`config.mk`:
```
export PLATFORM = sky130hd
export DESIGN_NAME = late_preg_alloc
export DESIGN_NICKNAME = d
export VERILOG_FILES = /design/src/rtl/lpa_pkg.sv /design/src/rtl/lpa_lowest.sv /design/src/rtl/lpa_pool.sv /design/src/rtl/lpa_vmt.sv /design/src/rtl/late_preg_alloc.sv
export SDC_FILE = /design/constraint.sdc
export NUM_CORES = 1
export LEC_CHECK = 0
export BUFFER_PORTS_ARGS = -buffer_cell sky130_fd_sc_hd__buf_2
export CAP_MARGIN = 20
export CORE_UTILIZATION = 30
export CTS_BUF_LIST = sky130_fd_sc_hd__clkbuf_4 sky130_fd_sc_hd__clkbuf_8
export DETAILED_ROUTE_END_ITERATION = 8
export SLEW_MARGIN = 20
export SYNTH_ARGS = -nofsm -noshare
export SYNTH_HDL_FRONTEND = slang
export SYNTH_SLANG_ARGS = --single-unit
export TNS_END_PERCENT = 50
```
`constraint.sdc`:
```
create_clock -name clk -period 2.8 [get_ports clk]
set_input_delay 0.28 -clock clk [delete_from_list [all_inputs] [get_ports clk]]
set_output_delay 0.28 -clock clk [all_outputs]
set_load 0.02 [all_outputs]
```
`src/rtl/lpa_pkg.sv`:
```
package lpa_pkg;
  // Where a completion grant is drawn from
  typedef enum logic [1:0] {
    SRC_NONE = 2'd0,
    SRC_FREE = 2'd1,
    SRC_RSV  = 2'd2
  } grant_src_e;
endpackage

```
`src/rtl/lpa_lowest.sv`:
```
module lpa_lowest #(
  parameter int W  = 8,
  localparam int IW = (W > 1) ? $clog2(W) : 1
) (
  input  logic [W-1:0]  req,
  output logic          found,
  output logic [IW-1:0] idx
);
  always_comb begin
    idx = '0;
    for (int i = W - 1; i >= 0; i--) begin
      if (req[i]) idx = IW'(i);
    end
  end
  assign found = |req;
endmodule

```
`src/rtl/lpa_pool.sv`:
```
module lpa_pool
  import lpa_pkg::*;
#(
  parameter int NP = 8,
  localparam int PW = (NP > 1) ? $clog2(NP) : 1,
  localparam int CW = $clog2(NP + 1)
) (
  input  logic          clk,
  input  logic          rst_n,
  input  logic          flush,
  input  logic          take,
  input  logic          take_oldest,
  input  logic          rel_valid,
  input  logic [PW-1:0] rel_preg,
  output logic          can_general,
  output logic          can_oldest,
  output logic [PW-1:0] grant_preg,
  output logic [CW-1:0] pool_cnt
);
  logic [NP-1:0] free_map, free_map_n;
  logic [PW-1:0] rsv_preg, rsv_preg_n;
  logic          rsv_valid, rsv_valid_n;
  logic          free_found;
  logic [PW-1:0] free_idx;
  grant_src_e    src;

  lpa_lowest #(.W(NP)) u_enc (.req(free_map), .found(free_found), .idx(free_idx));

  assign can_general = free_found;
  assign can_oldest  = free_found | rsv_valid;
  assign grant_preg  = free_found ? free_idx : rsv_preg;

  always_comb begin
    if (!take) src = SRC_NONE;
    else if (free_found) src = SRC_FREE;
    else src = SRC_RSV;
  end

  always_comb begin
    free_map_n  = free_map;
    rsv_preg_n  = rsv_preg;
    rsv_valid_n = rsv_valid;
    if (src == SRC_FREE) free_map_n[free_idx] = 1'b0;
    if (src == SRC_RSV)  rsv_valid_n = 1'b0;
    if (rel_valid) begin
      if (!rsv_valid_n) begin
        rsv_preg_n  = rel_preg;
        rsv_valid_n = 1'b1;
      end else begin
        free_map_n[rel_preg] = 1'b1;
      end
    end
  end

  always_ff @(posedge clk) begin
    if (!rst_n || flush) begin
      free_map  <= {{(NP-1){1'b1}}, 1'b0};
      rsv_preg  <= '0;
      rsv_valid <= 1'b1;
    end else begin
      free_map  <= free_map_n;
      rsv_preg  <= rsv_preg_n;
      rsv_valid <= rsv_valid_n;
    end
  end

  assign pool_cnt = CW'($countones(free_map)) + CW'(rsv_valid);


  rsv_owner_chk: assert property (@(posedge clk) disable iff (!rst_n)
    (take && !take_oldest) |-> free_found);

  free_pick_chk: assert property (@(posedge clk) disable iff (!rst_n)
    (src == SRC_FREE) |-> free_map[grant_preg]);

  rsv_drop_chk: assert property (@(posedge clk) disable iff (!rst_n || flush)
    (rsv_valid && !rel_valid && src == SRC_RSV) |=> !rsv_valid);
endmodule

```
`src/rtl/lpa_vmt.sv`:
```
module lpa_vmt #(
  parameter int NV = 16,
  parameter int NP = 8,
  localparam int VW = (NV > 1) ? $clog2(NV) : 1,
  localparam int PW = (NP > 1) ? $clog2(NP) : 1,
  localparam int CW = $clog2(NV + 1)
) (
  input  logic          clk,
  input  logic          rst_n,
  input  logic          flush,
  input  logic          clr_en,
  input  logic [VW-1:0] clr_tag,
  input  logic          set_en,
  input  logic [VW-1:0] set_tag,
  input  logic [PW-1:0] set_preg,
  input  logic          rel_en,
  input  logic [VW-1:0] rel_tag,
  output logic          rel_bound,
  output logic [PW-1:0] rel_preg,
  input  logic [VW-1:0] rd_tag,
  output logic          rd_bound,
  output logic [PW-1:0] rd_preg,
  output logic [CW-1:0] bound_cnt
);
  logic [NV-1:0] bound;
  logic [PW-1:0] preg_of [NV];

  genvar g;
  generate
    for (g = 0; g < NV; g++) begin : g_ent
      always_ff @(posedge clk) begin
        if (!rst_n || flush) begin
          bound[g]   <= 1'b0;
          preg_of[g] <= '0;
        end else if (set_en && set_tag == VW'(g)) begin
          bound[g]   <= 1'b1;
          preg_of[g] <= set_preg;
        end else if ((clr_en && clr_tag == VW'(g)) ||
                     (rel_en && rel_tag == VW'(g))) begin
          bound[g] <= 1'b0;
        end
      end
    end
  endgenerate

  assign rd_bound  = bound[rd_tag];
  assign rd_preg   = preg_of[rd_tag];
  assign rel_bound = bound[rel_tag];
  assign rel_preg  = preg_of[rel_tag];
  assign bound_cnt = CW'($countones(bound));


  bind_once_chk: assert property (@(posedge clk) disable iff (!rst_n || flush)
    set_en |-> !bound[set_tag]);

  bind_seen_chk: assert property (@(posedge clk) disable iff (!rst_n || flush)
    set_en |=> bound[$past(set_tag)]);
endmodule

```
`src/rtl/late_preg_alloc.sv`:
```
module late_preg_alloc #(
  parameter int NUM_LREGS = 8,
  parameter int NUM_VTAGS = 16,
  parameter int NUM_PREGS = 8,
  localparam int LW = (NUM_LREGS > 1) ? $clog2(NUM_LREGS) : 1,
  localparam int VW = (NUM_VTAGS > 1) ? $clog2(NUM_VTAGS) : 1,
  localparam int PW = (NUM_PREGS > 1) ? $clog2(NUM_PREGS) : 1
) (
  input  logic          clk,
  input  logic          rst_n,
  input  logic          flush,
  input  logic          ren_valid,
  output logic          ren_ready,
  input  logic [LW-1:0] ren_lreg,
  output logic [VW-1:0] ren_vtag,
  output logic          ren_prev_valid,
  output logic [VW-1:0] ren_prev_vtag,
  input  logic          cpl_valid,
  output logic          cpl_ready,
  input  logic          cpl_oldest,
  input  logic [VW-1:0] cpl_vtag,
  output logic [PW-1:0] cpl_preg,
  input  logic          cmt_valid,
  input  logic          cmt_prev_valid,
  input  logic [VW-1:0] cmt_prev_vtag,
  input  logic [VW-1:0] rd_vtag,
  output logic          rd_bound,
  output logic [PW-1:0] rd_preg
);
  localparam int PCW = $clog2(NUM_PREGS + 1);
  localparam int VCW = $clog2(NUM_VTAGS + 1);

  logic [NUM_LREGS-1:0] map_ok;
  logic [VW-1:0]        map_tag [NUM_LREGS];
  logic [NUM_VTAGS-1:0] tag_free;
  logic                 tag_found;
  logic                 ren_fire, cpl_fire, rel_fire;
  logic                 can_general, can_oldest, rel_bound;
  logic [PW-1:0]        rel_preg;
  logic [PCW-1:0]       pool_cnt;
  logic [VCW-1:0]       bound_cnt;

  lpa_lowest #(.W(NUM_VTAGS)) u_tag_enc (
    .req(tag_free), .found(tag_found), .idx(ren_vtag));

  assign ren_ready = tag_found && !flush;
  assign ren_fire  = ren_valid && ren_ready;
  assign ren_prev_valid = map_ok[ren_lreg];
  assign ren_prev_vtag  = map_tag[ren_lreg];

  assign cpl_ready = !flush && (cpl_oldest ? can_oldest : can_general);
  assign cpl_fire  = cpl_valid && cpl_ready;
  assign rel_fire  = cmt_valid && cmt_prev_valid && !flush;

  genvar l;
  generate
    for (l = 0; l < NUM_LREGS; l++) begin : g_rmt
      always_ff @(posedge clk) begin
        if (!rst_n || flush) begin
          map_ok[l]  <= 1'b0;
          map_tag[l] <= '0;
        end else if (ren_fire && ren_lreg == LW'(l)) begin
          map_ok[l]  <= 1'b1;
          map_tag[l] <= ren_vtag;
        end
      end
    end
  endgenerate

  always_ff @(posedge clk) begin
    if (!rst_n || flush) begin
      tag_free <= '1;
    end else begin
      if (ren_fire) tag_free[ren_vtag] <= 1'b0;
      if (rel_fire) tag_free[cmt_prev_vtag] <= 1'b1;
    end
  end

  lpa_vmt #(.NV(NUM_VTAGS), .NP(NUM_PREGS)) u_vmt (
    .clk(clk), .rst_n(rst_n), .flush(flush),
    .clr_en(ren_fire), .clr_tag(ren_vtag),
    .set_en(cpl_fire), .set_tag(cpl_vtag), .set_preg(cpl_preg),
    .rel_en(rel_fire), .rel_tag(cmt_prev_vtag),
    .rel_bound(rel_bound), .rel_preg(rel_preg),
    .rd_tag(rd_vtag), .rd_bound(rd_bound), .rd_preg(rd_preg),
    .bound_cnt(bound_cnt));

  lpa_pool #(.NP(NUM_PREGS)) u_pool (
    .clk(clk), .rst_n(rst_n), .flush(flush),
    .take(cpl_fire), .take_oldest(cpl_oldest),
    .rel_valid(rel_fire && rel_bound), .rel_preg(rel_preg),
    .can_general(can_general), .can_oldest(can_oldest),
    .grant_preg(cpl_preg), .pool_cnt(pool_cnt));


  tag_unused_chk: assert property (@(posedge clk) disable iff (!rst_n)
    ren_fire |-> tag_free[ren_vtag]);

  ren_no_preg_chk: assert property (@(posedge clk) disable iff (!rst_n || flush)
    (ren_fire && !cpl_fire && !rel_fire) |=> $stable(pool_cnt));

  preg_conserve_chk: assert property (@(posedge clk) disable iff (!rst_n)
    (32'(pool_cnt) + 32'(bound_cnt)) == NUM_PREGS);

  flush_block_chk: assert property (@(posedge clk) disable iff (!rst_n)
    flush |-> (!ren_ready && !cpl_ready));
endmodule

```
==> results.json <==
{
  "synthTopCellsByArea": "edfxtp_1 (36%), dfxtp_1 (16%), mux4_2 (14%)",
  "setup_viol": 0,
  "cp-endpoint": "ren_vtag[3]",
  "cp.depth": 5,
  "routed-via-count": 5064,
  "drtPass1Iterations": 5,
  "avgSynthCellArea_um2": 11.1,
  "io_pins": 41,
  "port-buffer-count": 40,
  "critical_path.startpoint_type": "flop",
  "place_ws_ps": 450,
  "cts_root_buf": "clkbuf_8",
  "core_area_um2": 21900,
  "path_class": "reg -> out",
  "ys_warn_count": 0,
  "cp-end-kind": "primary output",
  "synthMuxAreaShare": 0.170,
  "grtUsageTotal": 0.165,
  "ant_nets": 0,
  "cts.sinks": 132,
  "required_ps": 2520,
  "cts_made_buffers": 17,
  "synthAdderAreaFrac": 0,
  "n_antenna_cell": 0,
  "leakagePower_nw": 2.86,
  "syn_to_final_growth_pct": 13.9,
  "cts_resized": 0,
  "gp_congestion": 0.860,
  "ys_top_cells_by_count": "nor2_1 (104), nand2_1 (85), edfxtp_1 (80)",
  "peakVddDrop_mv": 0.229,
  "grt_max_degree": 25,
  "num_rows": 54,
  "crit_chain": "nor4_1, nand4_1, nand2_1, inv_1, buf_2",
  "synthFlopType": "edfxtp_1",
  "h-tree-depth": 4,
  "utilization": 0.349,
  "finalSetupTns_ps": 0,
  "synth_edf_count": 80,
  "drive_gt1_frac": 0.234,
  "period_needed_ps": 2470,
  "startpoint": "tag_free[15]",
  "cp_slowest_cell": "nor4_1",
  "min_path_type": "in -> reg",
  "synth_nets": 626,
  "drt_iter0_markers": 478,
  "cp_max_fo": 9,
  "crit_path_max_incr_delay_ps": 560,
  "postCtsSetupRepairBufs": 0,
  "viasPerCell": 5.37,
  "rr_endpoint": "u_vmt.preg_of[5][0]",
  "final_nets": 673,
  "ys_seq_area_frac": 0.513,
  "dpl.hpwl_um": 13100,
  "clk_latency_ps": 450,
  "fp.dieArea_um2": 23000,
  "gr-total-overflow": 0,
  "synth_cell_types": 49,
  "fin_skew_ps": 11.2,
  "finalCritPeriodShare": 0.884,
  "cts_hold_buf": 0,
  "max_freq_mhz": 404,
  "rsz0062_at_grt": "no",
  "hold_ws_ps": 241,
  "mappedNetlistArea_um2": 6710,
  "hold_viol_final": 0,
  "grt_pass1_vias": 4987,
  "path_clk_slew_ps": 80,
  "synth_top_family_by_area": "multiplexers",
  "slew_headroom": 0.455,
  "outcome": "completed",
  "initial_core_util": 0.307,
  "routedWlPerCell_um": 19.0,
  "crit_family": "simple AND/OR/NAND/NOR gates",
  "cts_tree": "yes",
  "synth-compound-area-share": 0.115,
  "fin_ws_ps": 325,
  "power_density_nw_per_um2": 549,
  "synthSimpleGateAreaFrac": 0.163,
  "worst-path-buf-inv": 2,
  "ys_seq_elements": 132,
  "synth_xor_xnor_area_share": 0,
  "drv_slew": 0,
  "postSynth.asyncResetShare": 0,
  "cts_max_path_buffers": 2,
  "yosysMostFrequentCell": "nor2_1",
  "tightestPinTransition_ps": 811,
  "yosysTopAreaCell": "edfxtp_1",
  "wl_um": 17900,
  "drv_cap": 0,
  "drc_errors": 0,
  "antenna_found_initial": 0,
  "reg2reg_depth": 6,
  "die_x_um": 152,
  "worst_ep_arrival_time_ps": 2190,
  "reg2reg_slack_ps": 420,
  "regToRegStartpoint": "u_pool.free_map[5]",
  "grt_first_pass_wirelength_um": 28000,
  "synthCells": 603,
  "synth_top_area_share": 0.358,
  "die_y_um": 152
}
-- placed cells by master (no fill, tap or decap), drive strengths merged, types with 2 or more instances in the layout --
cell type and n:
a21bo 4, a21oi 28, a22oi 2, a32o 4, and2 5, and3 2
buf 58, bufinv 3, clkbuf 18, clkinv 5, clkinvlp 4, dfxtp 52
edfxtp 80, inv 20, mux2 5, mux4 47, nand2 85, nand2b 13
nand3 11, nor2 104, nor2b 10, nor3 8, nor4 7, o211ai 11
o21ai 48, o21bai 3, o311ai 5, o31ai 6, or2 2, or3 2
-- cells by family after synthesis --
group / count (synthesis)
AOI/OAI and AO/OA: 119
and+or+nand+nor: 251
DFF: 132
muxes: 53
buffers and inverters: 48
-- worst min-delay path, cell delays in order --
cell and delay (ps):
buf_2 80, nand2b_1 100, nand3_1 110, o31ai_2 60
-- per-stage QoR --
stage | area, um2 | instances | total power, mW
5_1_grt | 7640 | 943 | 4.33
2_1_floorplan | 6710 | 603 | 2.41
3_3_place_gp | 7220 | 911 | 2.53
4_1_cts | 7640 | 943 | 4.22
6_report | 7640 | 943 | 4.20
3_5_place_dp | 7220 | 911 | 2.53
-- worst min path at each step --
stage	cells past startpoint	slack [ps]	endpoint	from
global placement	2	430	map_ok[0]	map_ok[0]
global route	4	280	u_pool.free_map[0]	cpl_valid
detailed placement	2	430	map_ok[5]	map_ok[5]
floorplan	2	420	map_ok[2]	map_ok[2]
finish	4	240	u_pool.free_map[0]	cpl_valid
CTS	4	220	u_pool.free_map[0]	cpl_valid
-- power breakdown --
group	leakage [nW]	total, mW	internal (mW)	switching, mW
logic	1.35	0.356	0.140	0.215
clock network	0.200	1.70	0.900	0.805
registers	1.31	2.13	2.11	0.0282
-- routing by layer --
metal,wire (um),vias to the layer above,GRT usage
li1,-,2332,-
met1,7800,2522,0.223
met2,8530,191,0.266
met3,1290,19,0.0308
met4,252,0,0.0520
met5,0,-,0
-- flip-flops by register name, indices dropped and copies added (netlist names) --
register / count
map_tag: 32
u_pool.free_map: 8
map_ok: 8
u_vmt.preg_of: 48
u_pool.rsv_preg: 3
tag_free: 16
u_pool.rsv_valid: 1
u_vmt.bound: 16
-- cell type report --
type | instances | area [um2]
multi-input cells | 423 | 3030
inverters | 18 | 68.8
well taps | 280 | 350
clock inverters | 14 | 178
clock buffers | 18 | 241
repair buffers | 58 | 335
fillers | 2212 | 14200
flip-flops and latches | 132 | 3440
Power figures use the tool's default switching activity.
